**src/rtl/ecc_rpt_pkg.sv**
```systemverilog
package ecc_rpt_pkg;
    localparam int CNT_W     = 6;
    localparam int REPORT_W  = 32;
    localparam int CNT0_LSB  = 0;
    localparam int OK0_BIT   = 7;
    localparam int CNTN_LSB  = 8;
    localparam int OKN_BIT   = 15;
    localparam int EMPTY_BIT = 16;

    typedef enum logic [1:0] {
        ST_IDLE  = 2'd0,
        ST_FIRST = 2'd1,
        ST_REST  = 2'd2,
        ST_DONE  = 2'd3
    } rpt_state_e;
endpackage

```
**src/rtl/ecc_rpt_seq.sv**
```systemverilog
module ecc_rpt_seq
    import ecc_rpt_pkg::*;
#(
    parameter int NUM_PKTS = 8
) (
    input  logic clk,
    input  logic rst_n,
    input  logic page_start,
    input  logic pkt_valid,
    output logic take_first,
    output logic take_rest,
    output logic take_last,
    output logic page_done
);
    localparam int IDX_W = (NUM_PKTS > 1) ? $clog2(NUM_PKTS) : 1;
    localparam logic [IDX_W-1:0] LAST_IDX = IDX_W'(NUM_PKTS - 1);

    rpt_state_e       state_q, state_d;
    logic [IDX_W-1:0] idx_q;

    // Packet acceptance strobes; a start always takes precedence.
    always_comb begin
        take_first = (state_q == ST_FIRST) && pkt_valid && !page_start;
        take_rest  = (state_q == ST_REST)  && pkt_valid && !page_start;
    end

    generate
        if (NUM_PKTS == 1) begin : g_single
            assign take_last = take_first;
        end else begin : g_multi
            assign take_last = take_rest && (idx_q == LAST_IDX);
        end
    endgenerate

    // Next-state logic
    always_comb begin
        state_d = state_q;
        if (page_start) begin
            state_d = ST_FIRST;
        end else begin
            unique case (state_q)
                ST_IDLE:  state_d = ST_IDLE;
                ST_FIRST: if (take_first) state_d = take_last ? ST_DONE : ST_REST;
                ST_REST:  if (take_last)  state_d = ST_DONE;
                ST_DONE:  state_d = ST_IDLE;
            endcase
        end
    end

    // State register and packet index
    always_ff @(posedge clk or negedge rst_n) begin
        if (!rst_n) begin
            state_q <= ST_IDLE;
            idx_q   <= '0;
        end else begin
            state_q <= state_d;
            if (page_start)
                idx_q <= '0;
            else if (take_first || take_rest)
                idx_q <= idx_q + IDX_W'(1);
        end
    end

    // Outputs
    always_comb begin
        page_done = (state_q == ST_DONE);
    end


    done_single_chk: assert property (@(posedge clk) disable iff (!rst_n)
        page_done |=> !page_done);


    idle_hold_chk: assert property (@(posedge clk) disable iff (!rst_n)
        (state_q == ST_IDLE && !page_start) |=> (state_q == ST_IDLE));


    start_first_chk: assert property (@(posedge clk) disable iff (!rst_n)
        page_start |=> (state_q == ST_FIRST && idx_q == '0));
endmodule

```
**src/rtl/ecc_rpt_fold.sv**
```systemverilog
module ecc_rpt_fold
    import ecc_rpt_pkg::*;
(
    input  logic             clk,
    input  logic             rst_n,
    input  logic             page_start,
    input  logic             take_first,
    input  logic             take_rest,
    input  logic             take_last,
    input  logic             pkt_ok,
    input  logic [CNT_W-1:0] pkt_errs,
    input  logic             page_blank,
    output logic             ok0_q,
    output logic [CNT_W-1:0] cnt0_q,
    output logic             okn_q,
    output logic [CNT_W-1:0] cntn_q,
    output logic             blank_q
);
    always_ff @(posedge clk or negedge rst_n) begin
        if (!rst_n) begin
            ok0_q   <= 1'b1;
            cnt0_q  <= '0;
            okn_q   <= 1'b1;
            cntn_q  <= '0;
            blank_q <= 1'b0;
        end else if (page_start) begin
            ok0_q   <= 1'b1;
            cnt0_q  <= '0;
            okn_q   <= 1'b1;
            cntn_q  <= '0;
            blank_q <= 1'b0;
        end else begin
            if (take_first) begin
                ok0_q  <= pkt_ok;
                cnt0_q <= pkt_errs;
            end
            if (take_rest) begin
                okn_q <= okn_q & pkt_ok;
                if (pkt_errs > cntn_q)
                    cntn_q <= pkt_errs;
            end
            if (take_last)
                blank_q <= page_blank;
        end
    end


    okn_sticky_chk: assert property (@(posedge clk) disable iff (!rst_n)
        (!page_start && !okn_q) |=> !okn_q);


    cntn_mono_chk: assert property (@(posedge clk) disable iff (!rst_n)
        !page_start |=> (cntn_q >= $past(cntn_q)));


    start_clear_chk: assert property (@(posedge clk) disable iff (!rst_n)
        page_start |=> (okn_q && ok0_q && cntn_q == '0 && cnt0_q == '0 && !blank_q));
endmodule

```
**src/rtl/ecc_rpt_pack.sv**
```systemverilog
module ecc_rpt_pack
    import ecc_rpt_pkg::*;
(
    input  logic                ok0,
    input  logic [CNT_W-1:0]    cnt0,
    input  logic                okn,
    input  logic [CNT_W-1:0]    cntn,
    input  logic                blank,
    output logic [REPORT_W-1:0] report,
    output logic [CNT_W-1:0]    bitflips,
    output logic                fail
);
    logic [CNT_W-1:0] worst;
    logic             all_ok;

    always_comb begin
        report                        = '0;
        report[CNT0_LSB +: CNT_W]     = cnt0;
        report[OK0_BIT]               = ok0;
        report[CNTN_LSB +: CNT_W]     = cntn;
        report[OKN_BIT]               = okn;
        report[EMPTY_BIT]             = blank;

        worst  = (cnt0 > cntn) ? cnt0 : cntn;
        all_ok = ok0 && okn;

        if (blank) begin
            bitflips = '0;
            fail     = 1'b0;
        end else if (all_ok) begin
            bitflips = worst;
            fail     = 1'b0;
        end else begin
            bitflips = '0;
            fail     = 1'b1;
        end
    end
endmodule

```
**src/rtl/ecc_page_report.sv**
```systemverilog
module ecc_page_report
    import ecc_rpt_pkg::*;
#(
    parameter int NUM_PKTS = 8
) (
    input  logic                clk,
    input  logic                rst_n,
    input  logic                page_start,
    input  logic                pkt_valid,
    input  logic                pkt_ok,
    input  logic [CNT_W-1:0]    pkt_errs,
    input  logic                page_blank,
    output logic [REPORT_W-1:0] report_word,
    output logic                page_done,
    output logic [CNT_W-1:0]    page_bitflips,
    output logic                page_fail
);
    logic             take_first, take_rest, take_last;
    logic             ok0, okn, blank;
    logic [CNT_W-1:0] cnt0, cntn;

    ecc_rpt_seq #(.NUM_PKTS(NUM_PKTS)) u_seq (
        .clk        (clk),
        .rst_n      (rst_n),
        .page_start (page_start),
        .pkt_valid  (pkt_valid),
        .take_first (take_first),
        .take_rest  (take_rest),
        .take_last  (take_last),
        .page_done  (page_done)
    );

    ecc_rpt_fold u_fold (
        .clk        (clk),
        .rst_n      (rst_n),
        .page_start (page_start),
        .take_first (take_first),
        .take_rest  (take_rest),
        .take_last  (take_last),
        .pkt_ok     (pkt_ok),
        .pkt_errs   (pkt_errs),
        .page_blank (page_blank),
        .ok0_q      (ok0),
        .cnt0_q     (cnt0),
        .okn_q      (okn),
        .cntn_q     (cntn),
        .blank_q    (blank)
    );

    ecc_rpt_pack u_pack (
        .ok0      (ok0),
        .cnt0     (cnt0),
        .okn      (okn),
        .cntn     (cntn),
        .blank    (blank),
        .report   (report_word),
        .bitflips (page_bitflips),
        .fail     (page_fail)
    );


    fail_zero_chk: assert property (@(posedge clk) disable iff (!rst_n)
        page_fail |-> (page_bitflips == '0));


    blank_clean_chk: assert property (@(posedge clk) disable iff (!rst_n)
        report_word[EMPTY_BIT] |-> (!page_fail && page_bitflips == '0));


    done_stable_chk: assert property (@(posedge clk) disable iff (!rst_n)
        (page_done && !page_start) |=> $stable(report_word));
endmodule

```
**config.mk**
```make
export PLATFORM = sky130hd
export DESIGN_NAME = ecc_page_report
export DESIGN_NICKNAME = d
export VERILOG_FILES = /design/src/rtl/ecc_rpt_pkg.sv /design/src/rtl/ecc_rpt_seq.sv /design/src/rtl/ecc_rpt_fold.sv /design/src/rtl/ecc_rpt_pack.sv /design/src/rtl/ecc_page_report.sv
export SDC_FILE = /design/constraint.sdc
export NUM_CORES = 1
export LEC_CHECK = 0
export BUFFER_PORTS_ARGS = -buffer_cell sky130_fd_sc_hd__buf_2
export CAP_MARGIN = 10
export CORE_UTILIZATION = 45
export CTS_CLUSTER_DIAMETER = 30
export CTS_CLUSTER_SIZE = 16
export DETAILED_ROUTE_END_ITERATION = 8
export GPL_TIMING_DRIVEN = 0
export PLACE_DENSITY_LB_ADDON = 0.3
export SLEW_MARGIN = 15
export SYNTH_ARGS = -nofsm -noshare
export SYNTH_HDL_FRONTEND = slang
export SYNTH_SLANG_ARGS = --single-unit
export TNS_END_PERCENT = 100
```
**constraint.sdc**
```tcl
create_clock -name clk -period 1.55 [get_ports clk]
set_input_delay 0 -clock clk [delete_from_list [all_inputs] [get_ports clk]]
set_output_delay 0 -clock clk [all_outputs]
set_load 0.01 [all_outputs]
```
==> run summary, run 1 <==
The flow ran to the end, but the final reports show violations. The final reports fail on setup timing. By area, the combinational part of the netlist is dominated by simple AND/OR/NAND/NOR gates. The Yosys step of the flow raised 0 warnings. The synthesized netlist devotes 10.6% of its cell area to compound gates. Using the TritonRoute via totals, the vias-per-cell ratio works out to 4.74. The slack of the worst reg-to-reg path is -200 ps. For the worst setup path, the data arrival time is 2100 ps. Endpoint class of the critical path: an output port. The post-route cell area is 2190 sq um, and the floorplan die width is 60.7 microns. For this design the ratio of total power to cell area is 761 nW/um^2.

After the first detailed-routing iteration, the DRC count stood at 46. The commonest cells after synthesis are sky130_fd_sc_hd__nand2_1 (23), sky130_fd_sc_hd__buf_4 (20), sky130_fd_sc_hd__dfrtp_1 (18). The tightest hold path in the finished design has a slack of 12.4 ps. Setup repair after global routing could not meet its margin everywhere.

The vertical die dimension was 60.7 microns. The final period demand of the worst path was 2100 ps. The most frequent cell after synthesis is sky130_fd_sc_hd__nand2_1.

Predominant post-synthesis flop cell: sky130_fd_sc_hd__dfrtp_1. The logs give 29 for the number of distinct library cells after synthesis and 0.458 mV for the worst supply voltage drop on vdd. The first global-routing pass estimated 5560 microns of wire. Number of fill cells in the layout: 262.

The final layout contains routed wiring with a total length of 3670 microns. The synthesized area divided by synthesized cell count works out to 9.17 sq um. The total number of vias is 1371, and the total global-route track usage is 20.8%.

Summed over all cells, the static leakage comes to 0.00110 uW. Data on the critical path is required at its endpoint by 1550 ps. Clock-pin slew was measured on the worst setup and hold paths at 130 ps. By area the synthesized netlist is led by sky130_fd_sc_hd__dfrtp_1 (29%), sky130_fd_sc_hd__ha_1 (14%), sky130_fd_sc_hd__buf_4 (9.7%).

After synthesis, the share of flip-flops with an asynchronous set or reset is 100%. The post-synthesis share of cell area spent on and, or, nand and nor gates is 19.5%, and the port buffer count is 34. Multiplexer cells account for 9.69% of the synthesized area. The tools report the utilization of the core after routing as 69.5%.

The gate count after technology mapping is 169. The largest total area in the synthesized netlist belongs to sky130_fd_sc_hd__dfrtp_1. Count of antenna diodes in the layout: 0. The post-synthesis to final-layout area growth works out to 41.4%.

For the latest clock arrival within the worst-skew pair, the log shows 320 ps. The run gives 17.5 ps as the final setup skew. Max-cap violations in this run came to 0. The logs give 20 for the number of rows in the core area and 2 for the maximum buffer depth of the clock tree. The type of the worst setup path is reg -> out.

The count of endpoints failing setup in the final report is 12, and the worst setup timing slack at the placement stage is -307 ps. Hold violation total from the final report: 0. The layout cell share with drive strength beyond 1 was 41.6%; the number of global-route vias before repair was 1171.

Synthesis inferred 20 register bits. Sum of negative setup slack: -4030 ps. In the final routed layout, each cell accounts on average for 12.7 microns.

For the summed instance area of the synthesized netlist, the log shows 1550 sq um. For this run, the register share of the synthesized area comes to 32.5%. Of the total synthesized cell area, the portion taken by XOR and XNOR cells is 0.565%. The final period utilization came out at 135%. The area share of the largest cell type after synthesis came out at 29.1%. The initial core utilization came out at 49.1%. CTS root buffer: sky130_fd_sc_hd__clkbuf_4.

Kind of path behind the tightest hold check: in -> reg. The tree built by TritonCTS fans out to 20 sinks. The count of nets left with antenna violations after detail routing was 0; the number of H-tree levels was 1. After detailed routing, the number of remaining DRC violations is 0.

In this run the cell area measured after placement is 1880 sq um. The net count of the finished layout is 275. Area share of fa/ha/maj cells after synthesis: 13.7%. TritonCTS built the clock tree. Total congestion overflow after global routing: 0. For the routability congestion estimate from global placement, the log shows 0.753. The total CTS buffers came out at 3.

The number of max-slew violations in the final report came out at 0. The nature of the critical path startpoint was a register. The highest clock rate is 477 MHz.

The highest net fanout along the worst path was 4. The core region is 3150 sq um. Largest net degree at the start of global routing: 21. The HPWL after detailed placement is 2460 microns. The final worst slack came out at -547 ps. The initial antenna violation count came out at 0. The floorplan step defined a die boundary enclosing 3680 sq um.

The first detailed-routing pass took 4 iterations. Counting flops with a built-in enable in the synthesized netlist gives 0. The tools report the count of boundary I/O pins as 52.
==> critical path, cell delays in order, from the launching register on <==
cell and delay (ps):
sky130_fd_sc_hd__dfrtp_2 460, sky130_fd_sc_hd__ha_4 250, sky130_fd_sc_hd__and4_4 190, sky130_fd_sc_hd__and3_4 150, sky130_fd_sc_hd__a31oi_4 190, sky130_fd_sc_hd__buf_12 150
sky130_fd_sc_hd__mux2i_2 220, sky130_fd_sc_hd__buf_2 170
==> cells by family (layout without fill, tap and decap cells) <==
family          count (synthesis)  count (layout)
fa+ha+maj                      17              17
flops                          20              20
other cells                     1              17
simple gates                   59              59
buf+inv                        34              94
xor+xnor                        1               1
mux                            15              15
compound gates                 22              22
==> cell usage in the layout (no fill, tap or decap), types with 3 or more instances in the layout <==
cell	netlist	routed
sky130_fd_sc_hd__a21oi_1	10	10
sky130_fd_sc_hd__buf_2	1	35
sky130_fd_sc_hd__buf_4	20	29
sky130_fd_sc_hd__buf_6	0	4
sky130_fd_sc_hd__clkbuf_1	4	3
sky130_fd_sc_hd__clkbuf_4	0	3
sky130_fd_sc_hd__conb_1	1	17
sky130_fd_sc_hd__dfrtp_1	18	17
sky130_fd_sc_hd__dlygate4sd3_1	0	9
sky130_fd_sc_hd__ha_1	17	10
sky130_fd_sc_hd__ha_4	0	5
sky130_fd_sc_hd__inv_1	9	5
sky130_fd_sc_hd__inv_2	0	4
sky130_fd_sc_hd__mux2i_1	15	9
sky130_fd_sc_hd__mux2i_2	0	6
sky130_fd_sc_hd__nand2_1	23	23
sky130_fd_sc_hd__nand2b_1	13	13
sky130_fd_sc_hd__nand3_1	9	9
sky130_fd_sc_hd__nor2_1	5	5
sky130_fd_sc_hd__o21ai_2	1	3
==> stage by stage <==
stage / total power, uW / instances
after floorplan: 1060 / 185
after global placement: 1190 / 263
after detailed placement: 1200 / 263
after CTS: 1640 / 286
after global routing: 1770 / 289
final: 1670 / 289
==> registers in the layout (all words and copies together) (netlist names) <==
| register | flops |
|---|---|
| u_fold.cnt0_q | 6 |
| u_fold.cntn_q | 6 |
| u_seq.idx_q | 3 |
| u_seq.state_q | 2 |
| u_fold.blank_q | 1 |
| u_fold.ok0_q | 1 |
| u_fold.okn_q | 1 |
==> timing repair <==
action / 4_1_cts / 5_1_grt
setup endpoints to repair: 17 / 15
hold buffers: 9 / 0
buffers inserted: 11 / 3
hold endpoints to repair: 34 / 0
pin swaps: 5 / 2
gates resized for setup: 8 / 8
==> layout make-up <==
cell class | count | area, sq um | share of cell area, %
Timing Repair Buffer | 57 | 393 | 17.9
Tap cell | 44 | 55.1 | 2.51
Inverter | 9 | 33.8 | 1.54
Multi-Input combinational cell | 131 | 1000 | 45.7
Buffer | 24 | 166 | 7.60
Sequential cell | 20 | 504 | 23.0
Clock buffer | 4 | 36.3 | 1.66
==> per-layer routing <==
metal | up-vias | wire length, microns | track usage [%]
met4 | 0 | 24 | 3.90
met5 | - | 0 | 0
li1 | 685 | - | -
met2 | 45 | 1740 | 33.4
met1 | 636 | 1730 | 30.1
met3 | 5 | 182 | 3.20
==> final timing paths <==
kind	to	cells after the start	from
worst max-delay path	page_bitflips[0]	7	u_fold.cnt0_q[5]$_DFFE_PN0P_
worst min-delay path	u_fold.cntn_q[0]$_DFFE_PN0P_	3	page_start
worst max register to register	u_fold.cntn_q[5]$_DFFE_PN0P_	8	u_fold.cntn_q[5]$_DFFE_PN0P_
worst min register to register	u_fold.okn_q$_DFFE_PN1P_	2	u_fold.okn_q$_DFFE_PN1P_
max in group asynchronous	u_fold.okn_q$_DFFE_PN1P_	2	rst_n
min in group asynchronous	u_seq.idx_q[0]$_DFFE_PN0P_	2	rst_n
==> power breakdown <==
group          internal [uW]  switching [uW]
combinational            390             351
sequential               564            41.9
clock                    144             176
(Power assumes the default switching activity.)
==> run 2, diff against run 1 <==
REMOVE_ABC_BUFFERS = 1   (was not set)
==> run 2 against run 1 <==
Net effect: the flow still finishes with violations (setup timing); non-clock buffer count decreased by 17; critical path depth is 1 higher; register-to-register slack lost 210 ps; global-route usage increased by 1.8 points; combinational power decreased by 5.9%; cell area decreased by 3.5%; critical endpoint is now page_bitflips[2].
==> run summary, run 2 (synthesized netlist as in run 1, its figures left out) <==
The run finished, with violations left. The checks that failed: setup timing. The number of rows in the core area was 20 (unchanged). The clock net sink count came out at 20 (unchanged). The vertical die dimension works out to 60.7 microns (unchanged). The library cell used most frequently in the layout, excluding fill and tap cells, is sky130_fd_sc_hd__buf_2.

The count of antenna diodes in the layout was 0 (unchanged). For the HPWL reported at the end of detailed placement, the log shows 2430 microns (-1.0%). For the slack of the worst reg-to-reg path, the log shows -410 ps (-210 ps). The critical path in this run is classified as reg -> out. The critical path ends at page_bitflips[2].

Measured against its own limit, the worst slew margin works out to 66.4%. Relative to the synthesized area, the layout overhead comes to 36.4%. The critical path starts at u_fold.cntn_q[2]$_DFFE_PN0P_. The number of placed instances with taps included is 238 (-9.5%), and the wire length of the first global-routing pass is 6100 microns (+9.7%). The tools report the latest clock arrival within the worst-skew pair as 300 ps (-20 ps).

For the placeable core region, the log shows 3150 sq um (unchanged). The hold violation total from the final report was 0 (unchanged); the number of DRC markers after the initial detailed-route iteration was 37 (-20%). For the final setup skew, the log shows 3.61 ps (-13.9 ps). The maximum buffer depth of the clock tree came out at 2 (unchanged). The endpoint class of the critical path is an output port. The largest stage delay on the critical path is 410 ps (-50 ps).

The initial antenna violation count came out at 0 (unchanged). The total number of vias came out at 1359 (-0.88%). The highest net fanout along the worst path is 3 (-1).

The average wire per cell in the routed design is 13.6 microns (+6.9%), and the CTS clock-pin slew for the worst setup and hold paths is 130 ps (about the same). The final period demand of the worst path works out to 2140 ps (+39.2 ps). The number of global-route vias before repair is 1349 (+15%). TritonCTS built the clock tree.

The count of boundary I/O pins was 52 (unchanged); the count of nets left with antenna violations after detail routing was 0 (unchanged). The largest registers in the layout are u_fold.cnt0_q: 6 flops, u_fold.cntn_q: 6 flops, u_seq.idx_q: 3 flops. The highest clock rate came out at 468 MHz (-1.8%).

The slew at the pin with the worst max-slew slack is 504 ps, and the count of max-cap constraint violations is 0 (unchanged). The layout cell share with drive strength beyond 1 works out to 36.8% (-4.8 points). STA classifies the critical path startpoint as a register. The number of cells on the worst reg-to-reg path was 9 (+1); the multi-input gate area in the final layout was 1030 sq um (+2.5%).

Broken down by cell family, the worst path's largest delay share belongs to flip-flops. The critical path arrival was 2140 ps (+40 ps); the count of endpoints failing setup in the final report was 12 (unchanged). The total CTS buffers was 3 (unchanged); the critical path required time was 1550 ps (about the same). For the final worst slack, the log shows -586 ps (-39.2 ps). In this run the most critical hold path is launched from pkt_errs[4]. The initial core utilization is 49.1% (unchanged). Routability congestion estimate from global placement: 0.755 (+0.27%). Traced cell by cell, the critical path runs through inv_2 -> ha_4 -> and4_4 -> o21ai_2 -> a31oi_4 -> buf_4 -> mux2i_1 -> buf_2.

The area enclosed by the die boundary was 3680 sq um (unchanged); the static leakage power was 0.00104 uW (-5.9%). For the largest net degree at the start of global routing, the log shows 27 (+29%). Setup repair after global routing could not meet its margin everywhere. The number of remaining DRC errors is 0 (unchanged).

The number of H-tree levels was 1 (unchanged). The run gives 503 sq um (-0.25%) as the register cell area after layout. Kind of path behind the tightest hold check: in -> reg.

The total power per unit cell area came out at 819 nW/um^2 (+7.7%). The final non-filler cell total is 272 (-5.9%), and the buffering stage count on the worst path with inverters included is 3 (+1). In the layout the commonest cells are sky130_fd_sc_hd__buf_2 (34), sky130_fd_sc_hd__nand2_1 (23), sky130_fd_sc_hd__dfrtp_1 (18), sky130_fd_sc_hd__conb_1 (17), sky130_fd_sc_hd__buf_4 (17). The floorplan die width is 60.7 microns (unchanged), and the number of iterations in the first detailed-routing pass is 4 (unchanged). The slowest stage of the critical path is the sky130_fd_sc_hd__dfrtp_1 cell. Final net count: 258 (-6.2%).

The total global-route track usage was 22.6% (+1.8 points); the final wirelength was 3700 microns (+0.65%). Post-detailed-route via-to-cell ratio: 5.00 (+5.3%). The worst register-to-register path begins at u_fold.cntn_q[4]$_DFFE_PN0P_. The number of cells on the critical path came out at 8 (+1). Clock tree synthesis selected as its root buffer the cell sky130_fd_sc_hd__clkbuf_4. The run gives 0 (unchanged) as the total congestion overflow after global routing. The tools report the endpoint of the worst-slack reg-to-reg timing path as u_fold.cntn_q[4]$_DFFE_PN0P_.

The final period utilization came out at 138% (+2.5 points). Worst hold slack after final layout: 64.8 ps (+52.4 ps). The port buffer count was 34 (unchanged). The number of max-slew violations in the final report is 0 (unchanged), and the number of fill cells in the layout is 260 (-0.76%). The worst supply voltage drop on vdd was 0.537 mV (+17%).
[run 2: cell types whose count changed in the layout (fill, tap and decap cells not counted), moves of 2 or more]
cell                       change
sky130_fd_sc_hd__clkbuf_1      -3
sky130_fd_sc_hd__mux2i_4       +2
sky130_fd_sc_hd__mux2i_2       -6
sky130_fd_sc_hd__buf_4        -12
sky130_fd_sc_hd__mux2i_1       +4
sky130_fd_sc_hd__ha_4          +2
[run 2: repair_timing]
action | 4_1_cts | 5_1_grt
hold buffers | 9 | 0
endpoints found under the hold margin | 33 | 0
resized for setup | 17 | 5
setup buffers | 16 | 5
pin swaps | 5 | 2
setup endpoints to repair | 16 | 13
[run 2: metrics by stage]
step / area [sq um] / TNS [ps] / utilization [%] / power [uW] / worst slack [ps]
after floorplan: 1440 / -2040 / - / 974 / -173
after global placement: 1660 / -3140 / 52.8 / 1110 / -320
after detailed placement: 1660 / -3580 / 52.8 / 1140 / -354
after CTS: 2040 / -4220 / 64.6 / 1700 / -490
after global routing: 2110 / -6220 / 67.0 / 1840 / -653
final: 2110 / -5190 / 67.0 / 1730 / -586
[run 2: metal layers]
| layer | vias up | share of wire (%) | global-route usage (%) |
|---|---|---|---|
| li1 | 653 | - | - |
| met1 | 649 | 43 | 27.8 |
| met2 | 51 | 52 | 40.0 |
| met3 | 6 | 4.2 | 3.41 |
| met4 | 0 | 1.0 | 8.12 |
| met5 | - | 0 | 0 |
[run 2: where the power goes]
part           switching, uW  internal, uW  total (uW)
logic                    349           346         696
registers               38.1           564         602
clock network            173           261         434
[run 2: worst reg2reg max path: cells and delay by family (launching register included)]
kind / cells / cell delay, ps
buffers and inverters: 4 / 490
adders and majority gates: 1 / 200
AOI/OAI and AO/OA: 2 / 400
muxes: 1 / 220
and+or+nand+nor: 1 / 190
DFF: 1 / 400
[run 2: how the worst min path moves through the flow]
stage	to	slack (ps)	cells after the start
floorplan	u_fold.blank_q$_DFFE_PN0P_	-300	0
global placement	u_fold.cntn_q[2]$_DFFE_PN0P_	-30	1
detailed placement	u_fold.cntn_q[3]$_DFFE_PN0P_	-20	1
CTS	u_fold.cntn_q[4]$_DFFE_PN0P_	10	3
global route	u_fold.cntn_q[4]$_DFFE_PN0P_	60	3
finish	u_fold.cntn_q[4]$_DFFE_PN0P_	60	3
[run 2: final cells by class]
cell class / count / share of cell area [%]
Multi-Input combinational cell: 131 / 48.6
Sequential cell: 20 / 23.8
Timing Repair Buffer: 64 / 20.9
Tap cell: 44 / 2.61
Inverter: 9 / 1.60
Clock inverter: 1 / 1.42
Clock buffer: 3 / 1.07
==> run 3, diff against run 2 <==
CORE_UTILIZATION = 40   (was 45)
==> run 3 against run 2 <==
Net effect: the flow still finishes with violations (setup timing); total power is 8.0% lower; non-clock buffer count is 14 lower; combinational power is 11% lower; critical path depth is 1 lower; wire length is 8.3% lower; cell count is 3.7% lower; critical endpoint is now page_bitflips[0]; largest cell class unchanged.
==> run summary, run 3 (synthesized netlist as in run 1, its figures left out) <==
The run finished, with violations left. The final reports fail on setup timing. The largest stage delay on the critical path was 430 ps (+20 ps). The logs give -335 ps (+18.3 ps) for the worst setup timing slack at the placement stage and 244 (-5.4%) for the final net count. The tools report the final wirelength as 3390 microns (-8.3%). The tools report the latest clock arrival within the worst-skew pair as 270 ps (-30 ps). The run gives 1950 ps (-190 ps) as the critical path arrival. The worst supply voltage drop on vdd is 0.342 mV (-36%). The number of max-slew violations in the final report is 0 (unchanged), and the sum of negative setup slack is -3950 ps (+1240 ps). The logs give 0 (unchanged) for the count of max-cap constraint violations and 1247 (-8.2%) for the total number of vias. For the total global-route track usage, the log shows 17.3% (-5.3 points). Kind of path behind the tightest hold check: in -> reg.

From synthesis to final layout, the design area changed by 25.4%. The area enclosed by the die boundary is 4130 sq um (+12%). The count of nets left with antenna violations after detail routing was 0 (unchanged). The final setup skew is 14.0 ps (+10.3 ps), and the post-detailed-route via-to-cell ratio is 4.76 (-4.7%).

The fraction of power spent switching nets is 34.4% (+2.0 points). The met2 wirelength from detailed routing was 1650 microns (-15%). The largest registers in the layout are u_fold.cnt0_q: 6 flops, u_fold.cntn_q: 6 flops, u_seq.idx_q: 3 flops. The run gives 12 (unchanged) as the count of endpoints failing setup in the final report. The total power per unit cell area works out to 821 nW/um^2 (+0.17%). The placeable core region is 3690 sq um (+17%), and the port buffer count is 34 (unchanged). Walking the worst path, the cells encountered are ha_4 -> and4_4 -> o21ai_2 -> a31oi_4 -> buf_6 -> mux2i_1 -> buf_2. Leaving out fill and tap cells, the most frequent cells in the layout are sky130_fd_sc_hd__buf_2 (34), sky130_fd_sc_hd__nand2_1 (23), sky130_fd_sc_hd__dfrtp_1 (18), sky130_fd_sc_hd__conb_1 (17), sky130_fd_sc_hd__mux2i_1 (15). Cell class contributing the biggest share of worst-path delay: flip-flops. The tools report the CTS root buffer as sky130_fd_sc_hd__clkbuf_8. The average wire per cell in the routed design was 12.9 microns (-4.8%); the net switching component of the power was 548 uW (-2.1%). The logs give 2 (unchanged) for the maximum buffer depth of the clock tree and 0 (unchanged) for the count of antenna diodes in the layout. The leading cell type in the layout, fill and taps excluded was sky130_fd_sc_hd__buf_2. For the static leakage power, the log shows 0.000966 uW (-7.1%).

The highest signal layer in the routed design is met4. For the number of remaining DRC errors, the log shows 0 (unchanged). Final worst slack: -401 ps (+185 ps). The run gives -300 ps (+110 ps) as the slack of the worst reg-to-reg path. The largest net degree at the start of global routing came out at 27 (unchanged). Setup repair after global routing could not meet its margin everywhere. Layout cell share with drive strength beyond 1: 33.2% (-3.7 points). Number of global-route vias before repair: 1147 (-15%). The final period utilization is 126% (-12 points). Critical path's slowest cell: sky130_fd_sc_hd__dfrtp_1. For the hold violation total from the final report, the log shows 0 (unchanged). For the portion of total power attributed to combinational logic, the log shows 38.9% (-1.3 points). The tools report the highest clock rate as 513 MHz (+9.5%). TritonCTS built the clock tree. For the amount of wire on met3 after detailed routing, the log shows 147 microns (-5.2%). For the total congestion overflow after global routing, the log shows 0 (unchanged). Floorplan die width: 64.2 microns (+5.9%).

The tools report the post-place instance area as 1670 sq um (+0.30%). The total CTS buffers came out at 3 (unchanged). The vertical die dimension was 64.2 microns (+5.9%). The initial antenna violation count came out at 0 (unchanged). The number of H-tree levels is 1 (unchanged). The worst slew margin relative to its limit came out at 65.9% (-0.49 points). Type of the worst setup path: reg -> out. The utilization of the core after routing was 52.6% (-14 points); the critical path required time was 1550 ps (about the same).

The highest net fanout along the worst path works out to 4 (+1). The tools report the routability congestion estimate from global placement as 0.779 (+3.2%). The tools report the number of iterations in the first detailed-routing pass as 4 (unchanged). The sequential share of power is 37.9% (+3.1 points), and the clock net sink count is 20 (unchanged). The CTS clock-pin slew for the worst setup and hold paths was 90 ps (-40 ps); the worst hold slack after final layout was 4.18 ps (-60.6 ps).

The number of rows in the core area was 22 (+10%). Wire length of the first global-routing pass: 5420 microns (-11%). Buffering stage count on the worst path with inverters included: 2 (-1). Number of DRC markers after the initial detailed-route iteration: 47 (+27%). The HPWL reported at the end of detailed placement was 2290 microns (-5.6%). The count of boundary I/O pins is 52 (unchanged), and the final period demand of the worst path is 1950 ps (-185 ps). The initial core utilization was 42.0% (-7.1 points). STA classifies the critical path endpoint as an output port. The slew at the pin with the worst max-slew slack came out at 511 ps (+7.39 ps). Post-route cell area: 1940 sq um (-8.1%). The tools report the nature of the critical path startpoint as a register. The relative contribution of the clock network to total power came out at 23.3% (-1.8 points). The detailed-route wire length on metal 1 is 1570 microns (-0.63%). The design internal power was 1050 uW (-11%).
## run 3: cell count changes in the layout (fill, tap and decap cells not counted), sizes merged
cell and change:
buf -7, bufinv -1, clkbuf +1, dlygate4sd3 -7
## run 3: repair_timing
item	CTS	global route
pin swaps	8	1
setup buffers	9	5
endpoints found under the hold margin	19	0
resized for setup	12	4
endpoints found under the setup margin	13	14
hold buffers	2	0
## run 3: worst paths after layout
| check | startpoint | endpoint | cells past startpoint |
|---|---|---|---|
| setup / recovery | u_fold.cnt0_q[5]$_DFFE_PN0P_ | page_bitflips[0] | 7 |
| hold / removal | pkt_errs[0] | u_fold.cnt0_q[0]$_DFFE_PN0P_ | 3 |
| setup reg to reg | u_fold.cntn_q[4]$_DFFE_PN0P_ | u_fold.cntn_q[2]$_DFFE_PN0P_ | 8 |
| hold reg to reg | u_fold.okn_q$_DFFE_PN1P_ | u_fold.okn_q$_DFFE_PN1P_ | 2 |
| max in group asynchronous | rst_n | u_fold.okn_q$_DFFE_PN1P_ | 2 |
| min in group asynchronous | rst_n | u_fold.cntn_q[4]$_DFFE_PN0P_ | 2 |
## run 3: cell type report
type | instances | area (sq um)
multi-input cells | 131 | 977
flip-flops and latches | 20 | 503
clock buffers | 4 | 45.0
well taps | 48 | 60.1
fillers | 370 | 1750
repair buffers | 50 | 323
inverters | 9 | 33.8
## run 3: metrics by stage
step | total power, uW | instances
finish | 1590 | 262
global route | 1690 | 262
CTS | 1580 | 257
detailed placement | 1130 | 242
global placement | 1120 | 242
floorplan | 974 | 160
## run 3: worst min-delay path, stage by stage
cell and delay (ps):
sky130_fd_sc_hd__buf_2 110, sky130_fd_sc_hd__nand3_1 60, sky130_fd_sc_hd__a21oi_1 60
## run 3: power by group through the flow
stage	sequential, uW	combinational [uW]	clock, uW
6_report	603	620	371
3_5_place_dp	612	514	0
2_1_floorplan	616	357	0
5_1_grt	609	681	401
4_1_cts	604	603	377
3_3_place_gp	613	507	0
## run 3: routing by layer
metal | GRT usage [%] | vias up
li1 | - | 620
met1 | 21.9 | 586
met2 | 29.9 | 36
met3 | 4.11 | 5
met4 | 3.33 | 0
met5 | 0 | -
